--- src/rtl/lut_trig_pkg.sv ---
package lut_trig_pkg;
    localparam int SLICE_W  = 4;
    localparam int TBL_SIZE = 1 << SLICE_W;

    typedef logic [TBL_SIZE-1:0] tbl_t;
    typedef logic [SLICE_W-1:0]  slice_t;

    typedef enum logic [1:0] {
        CFG_HOLD   = 2'b00,
        CFG_SHIFT  = 2'b01,
        CFG_COMMIT = 2'b10,
        CFG_BOTH   = 2'b11
    } cfg_op_e;

    function automatic logic tbl_lookup(input tbl_t tbl, input slice_t idx);
        return tbl[idx];
    endfunction
endpackage

--- src/rtl/lut_cfg_chain.sv ---
module lut_cfg_chain
    import lut_trig_pkg::*;
#(
    parameter int NIBBLES = 4,
    localparam int CHAIN_W = NIBBLES * TBL_SIZE
) (
    input  logic               clk,
    input  logic               rst,
    input  logic               shift_en,
    input  logic               shift_bit,
    output logic [CHAIN_W-1:0] chain
);
    always_ff @(posedge clk) begin
        if (rst)
            chain <= '1;
        else if (shift_en)
            chain <= {chain[CHAIN_W-2:0], shift_bit};
    end

    a_r5_shift_in: assert property (@(posedge clk) disable iff (rst)
        shift_en |=> chain[0] == $past(shift_bit));
    a_r5_shift_up: assert property (@(posedge clk) disable iff (rst)
        shift_en |=> chain[CHAIN_W-1:1] == $past(chain[CHAIN_W-2:0]));
    a_r9_hold: assert property (@(posedge clk) disable iff (rst)
        !shift_en |=> $stable(chain));
endmodule

--- src/rtl/lut_table_bank.sv ---
module lut_table_bank
    import lut_trig_pkg::*;
#(
    parameter int NIBBLES = 4,
    localparam int CHAIN_W = NIBBLES * TBL_SIZE
) (
    input  logic               clk,
    input  logic               rst,
    input  logic               commit,
    input  logic [CHAIN_W-1:0] chain,
    output tbl_t               tables [NIBBLES]
);
    for (genvar k = 0; k < NIBBLES; k++) begin : g_tbl
        always_ff @(posedge clk) begin
            if (rst)
                tables[k] <= '1;
            else if (commit)
                tables[k] <= chain[k*TBL_SIZE +: TBL_SIZE];
        end

        a_r7_copy: assert property (@(posedge clk) disable iff (rst)
            commit |=> tables[k] == $past(chain[k*TBL_SIZE +: TBL_SIZE]));
        a_r6_keep: assert property (@(posedge clk) disable iff (rst)
            !commit |=> $stable(tables[k]));
    end
endmodule

--- src/rtl/lut_slice_match.sv ---
module lut_slice_match
    import lut_trig_pkg::*;
#(
    parameter int NIBBLES = 4,
    localparam int DATA_W = NIBBLES * SLICE_W
) (
    input  tbl_t                tables [NIBBLES],
    input  logic [DATA_W-1:0]   data,
    output logic [NIBBLES-1:0]  slice_ok
);
    for (genvar k = 0; k < NIBBLES; k++) begin : g_slice
        always_comb slice_ok[k] = tbl_lookup(tables[k], data[k*SLICE_W +: SLICE_W]);
    end
endmodule

--- src/rtl/lut_pattern_trigger.sv ---
module lut_pattern_trigger
    import lut_trig_pkg::*;
#(
    parameter int NIBBLES = 4,
    localparam int DATA_W  = NIBBLES * SLICE_W,
    localparam int CHAIN_W = NIBBLES * TBL_SIZE
) (
    input  logic              clk,
    input  logic              rst,
    input  logic [DATA_W-1:0] smp_data,
    input  logic              smp_valid,
    input  logic              cfg_bit,
    input  logic              cfg_shift,
    input  logic              cfg_commit,
    output logic              trig_hit
);
    logic [CHAIN_W-1:0] chain;
    tbl_t               tables [NIBBLES];
    logic [NIBBLES-1:0] slice_ok;
    cfg_op_e            cfg_op;

    assign cfg_op = cfg_op_e'({cfg_commit, cfg_shift});

    lut_cfg_chain #(.NIBBLES(NIBBLES)) u_chain (
        .clk      (clk),
        .rst      (rst),
        .shift_en (cfg_op == CFG_SHIFT || cfg_op == CFG_BOTH),
        .shift_bit(cfg_bit),
        .chain    (chain)
    );

    lut_table_bank #(.NIBBLES(NIBBLES)) u_bank (
        .clk   (clk),
        .rst   (rst),
        .commit(cfg_op == CFG_COMMIT || cfg_op == CFG_BOTH),
        .chain (chain),
        .tables(tables)
    );

    lut_slice_match #(.NIBBLES(NIBBLES)) u_match (
        .tables  (tables),
        .data    (smp_data),
        .slice_ok(slice_ok)
    );

    always_ff @(posedge clk) begin
        if (rst)
            trig_hit <= 1'b0;
        else
            trig_hit <= smp_valid && (&slice_ok);
    end

    a_r3_idle_quiet: assert property (@(posedge clk) disable iff (rst)
        !smp_valid |=> !trig_hit);
    a_r4_slice_block: assert property (@(posedge clk) disable iff (rst)
        (smp_valid && !(&slice_ok)) |=> !trig_hit);
    a_r2_hit_cause: assert property (@(posedge clk) disable iff (rst)
        trig_hit |-> $past(smp_valid));
endmodule

--- config.mk ---
export PLATFORM = sky130hd
export DESIGN_NAME = lut_pattern_trigger
export DESIGN_NICKNAME = d
export VERILOG_FILES = /design/src/rtl/lut_trig_pkg.sv /design/src/rtl/lut_cfg_chain.sv /design/src/rtl/lut_table_bank.sv /design/src/rtl/lut_slice_match.sv /design/src/rtl/lut_pattern_trigger.sv
export SDC_FILE = /design/constraint.sdc
export NUM_CORES = 1
export LEC_CHECK = 0
export BUFFER_PORTS_ARGS = -buffer_cell sky130_fd_sc_hd__buf_2
export CAP_MARGIN = 20
export CORE_UTILIZATION = 40
export CTS_CLUSTER_DIAMETER = 40
export CTS_CLUSTER_SIZE = 12
export DETAILED_ROUTE_END_ITERATION = 8
export PLACE_DENSITY = 0.62
export SLEW_MARGIN = 20
export SYNTH_ARGS = -nofsm -noshare
export SYNTH_HDL_FRONTEND = slang
export SYNTH_SLANG_ARGS = --single-unit
--- constraint.sdc ---
create_clock -name clk -period 2 [get_ports clk]
set_input_delay 0.4 -clock clk [delete_from_list [all_inputs] [get_ports clk]]
set_output_delay 0.4 -clock clk [all_outputs]
set_load 0.05 [all_outputs]
* After elaboration in Yosys (flattened, before gate mapping) *
Index checks and enable logic that the tools add are counted.

storage, ports and cells
  logic and storage cells = 25
  input port bits = 22
  bits in registers = 129
  output and inout port bits = 1

cells by class
  magnitude comparators = 4
  equal/unequal tests = 3
  reductions and logical operators = 4
  muxes and demuxes = 8

operator list
  cell                count
  $lt 4x5->1 const B  4
  $bmux 1 s4          4
  $eq 2x2->1 const B  2
  $mux 1              4
  $reduce_and 4->1    1
  $eq 2x1->1 const B  1
  $logic_or 1x1->1    2
  $logic_and 1x1->1   1

* Longest topological paths before layout *
  depth in word-level cells = 4
  gate-level depth with buffers = 5
  mapped depth without buffers = 4

* Modules after synthesis *
Synthesis repeated with hierarchy kept, for this count alone.

unflattened totals
  cell total of the unflattened synthesis = 459
  area, all modules = 5363.9 µm²

by module, submodules not included
  module               seq. area each (µm²)  instances  cells each  area each (µm²)
  lut_cfg_chain        1281.2                1          213         2388.5
  lut_table_bank       1281.2                1          213         2388.5
  lut_slice_match      0.0                   1          28          540.5
  lut_pattern_trigger  20.0                  1          5           46.3

* Worst setup path before layout *
Ideal clock, no wire load.

  path type = in2reg
  from = input smp_data[4]
  to = register trig_hit
  path slack = 341 ps
  stages on the path = 5
  arrival = 1529 ps
  path buffers = 1
  required time = 1869 ps
  library setup time = 131 ps
  cells stage by stage = buf_6 > mux4_2 > and2_1 > o41ai_1 > nor4bb_1

between the ends
  cells in the longest elaborated chain, start to end = 4

RTL lines
  element                       RTL line                   text
  from (decl)                   lut_pattern_trigger.sv:10  input logic [DATA_W-1:0] smp_data,
  $bmux 1 s4                    lut_trig_pkg.sv:16         return tbl[idx];
  $mux 1 (not written as such)  lut_trig_pkg.sv:16
  $reduce_and 4->1              lut_pattern_trigger.sv:50  trig_hit <= smp_valid && (&slice_ok);
  $logic_and 1x1->1             lut_pattern_trigger.sv:50
  to (signal assigned)          lut_pattern_trigger.sv:50
  to (decl)                     lut_pattern_trigger.sv:15  output logic trig_hit

Every way passes these cells. The select of a mux whose other input is x is not followed.
A chain may end at the register's enable or synchronous reset.

* Worst setup path after layout *
  from = register u_bank.tables[13] (netlist bit)
  to = register trig_hit

between the ends
  cells in the longest elaborated chain, start to end = 4

RTL lines
  element                            RTL line                   text
  from (decl)                        lut_table_bank.sv:11       output tbl_t tables [NIBBLES]
  from (signal, indexed assignment)  lut_table_bank.sv:18       tables[k] <= chain[k*TBL_SIZE +: TBL_SIZE];
  $bmux 1 s4                         lut_trig_pkg.sv:16
  $mux 1 (not written as such)       lut_trig_pkg.sv:16
  $reduce_and 4->1                   lut_pattern_trigger.sv:50
  $logic_and 1x1->1                  lut_pattern_trigger.sv:50

Every way passes these cells. The select of a mux whose other input is x is not followed.

==> impl_metrics.ini <==
[pwr]
p_per_area_nw_per_um2 = 1080
ir_drop_mv = 0.437
p_leak_nw = 2.33

[worst_setup_path]
worstSetupPathType = reg2reg
crit_path_end_kind = flop
timing.rr.start = u_bank.tables[13]
crit_path_start = u_bank.tables[13]
crit_fanout = 2
worstPathRequired_ns = 2.29
start_kind = flop
cp.arrival_ns = 1.88
crit_slowest_cell = mux4_2
crit_chain = mux4_1 > mux4_2 > nand2_1 > nor4bb_1
max_stage_delay_ns = 0.51

[timing]
fin_crit_ns = 1.59
skew_ns = 0.0154
finalCritPeriodShare_pct = 79.6
maxSlewHeadroom_pct = 63.4
worst_pin_slew_ns = 0.549
rsz0062_at_grt = false
fmaxAchievable_mhz = 628
hold_violations = 0
setup_tns_ns = 0
drv_slew = 0
setup_violations = 0
final.setup.worst_slack_ns = 0.407

[global_route]
gr-total-overflow = 0
grt_max_degree = 65
busiest_layer = met2
track_usage_pct = 14.9
use_met2_pct = 23.3
met1_usage_pct = 18.9
antenna_found_initial = 0
first_global_vias = 3286
use_met3_pct = 4.50
grt_pass1_wl_um = 15500

[synthesis]
synth.avg_cell_area_um2 = 11.4
yosysWarnings = 0
yosys_register_bits = 129
syn_nets = 479
syn_inst = 457
ys_seq_area_share_pct = 49.8
synth_cell_type_count = 16
netlist_area_um2 = 5190

[floorplan]
rows = 41
die_h_um = 116
io_pins = 23
start_util_pct = 41.1
die_area_um2 = 13400
die_x_um = 116
core_area_um2 = 12600

[cts]
ctsResizeCount = 0
cts_tree = done
cts_root_buf = clkbuf_16
worstSkewPairLatency_ns = 0.41
clock_path_buffers = 2
cts_buffers = 17
htreeDepth = 4
clk_pin_slew_worst_paths_ns = 0.06
postCtsSetupBuffers = 0
clkSinkCount = 129
ctsHoldBuffers = 0

[run]
cap_viol_max_count = 0

[place]
dp_slack_ns = 0.0669
hpwl_um = 5530
port_buffers = 22
place_congestion = 0.705

[route]
vias_per_cell = 5.23
drtIter0Drc = 139
finalWirelength_um = 9250
drc = 0
wl_per_cell_um = 14.3
ant_nets = 0
vias = 3393
first_pass_iters = 4

[final_layout]
seqCellArea_um2 = 2580
layout_common_cells = dfxtp_1 (129), nor2b_1 (128), a211o_1 (128)
layout.nets = 486
layout_commonest_cell = dfxtp_1
drive_gt1_share_pct = 15.1
multi_input_area_um2 = 2440
antenna_cells = 0
final_core_util_pct = 48.4
syn_to_final_growth_pct = 17.6
fillers = 1177

[min_path]
hold_path.class = in2reg
min_from = cfg_bit

[outcome]
status = complete, no violations
state kept, by name, summed over array words and instances, names as in the netlist:
name,cells
u_bank.tables,64
trig_hit,1
u_chain.chain,64
final timing paths:
| path | endpoint | slack, ns | cells after the start |
|---|---|---|---|
| max | trig_hit | 0.41 | 4 |
| min | u_chain.chain[0] | 0.19 | 2 |
| max reg2reg | trig_hit | 0.41 | 4 |
| min reg2reg | u_bank.tables[15] | 0.46 | 1 |
stage by stage:
step           hold slack (ns)  cells  area [um2]  total power, W
2_1_floorplan            0.427    457        5190         0.00329
3_3_place_gp             0.438    617        5480         0.00342
3_5_place_dp             0.454    617        5480         0.00344
4_1_cts                  0.180    649        6100         0.00667
5_1_grt                  0.188    649        6100         0.00686
6_report                 0.192    649        6100         0.00660
synthesized netlist by cell type:
master	instances	area (um2)
nor3b_1	1	7.51
mux2i_1	3	30.0
nand2_1	2	7.51
o41ai_1	1	8.76
and2b_1	1	7.51
and2_1	1	6.26
nor2b_1	128	801
a211o_1	128	1120
buf_6	1	11.3
buf_1	9	33.8
dfxtp_1	129	2580
nor3_1	1	5.00
mux4_2	11	248
clkbuf_1	33	124
nor4bb_1	1	10.0
mux4_1	7	184
layer usage:
layer | vias to the layer above | wire length [um]
met5 | - | 0
met4 | 0 | 144
met3 | 11 | 269
met2 | 39 | 4200
met1 | 1636 | 4640
li1 | 1707 | -
worst max-delay path, delay by kind of cell (launching register included):
| family | cells | cell delay [ns] |
|---|---|---|
| DFF | 1 | 0.31 |
| muxes | 2 | 1.00 |
| and+or+nand+nor | 2 | 0.18 |
cells by family (layout without fill, tap and decap cells):
family / Yosys count / in the layout / share of synthesized area (%)
AOI/OAI and AO/OA: 129 / 129 / 21.8
DFF: 129 / 129 / 49.8
buffers and inverters: 43 / 63 / 3.26
muxes: 21 / 21 / 8.90
and+or+nand+nor: 135 / 135 / 16.3
power by group:
group	total, W	switching [W]	internal (W)
registers	0.00284	0.000101	0.00274
logic	0.000540	0.000242	0.000298
clock network	0.00321	0.00107	0.00214
total	0.00660	0.00142	0.00518
layout make-up:
cell class | count | share of cell area [%]
clock buffer | 21 | 7.55
clock inverter | 11 | 2.62
multi-input combinational | 285 | 39.9
sequential | 129 | 42.3
tap | 172 | 3.53
timing repair buffer | 31 | 4.06
Power figures use the tool's default switching activity.
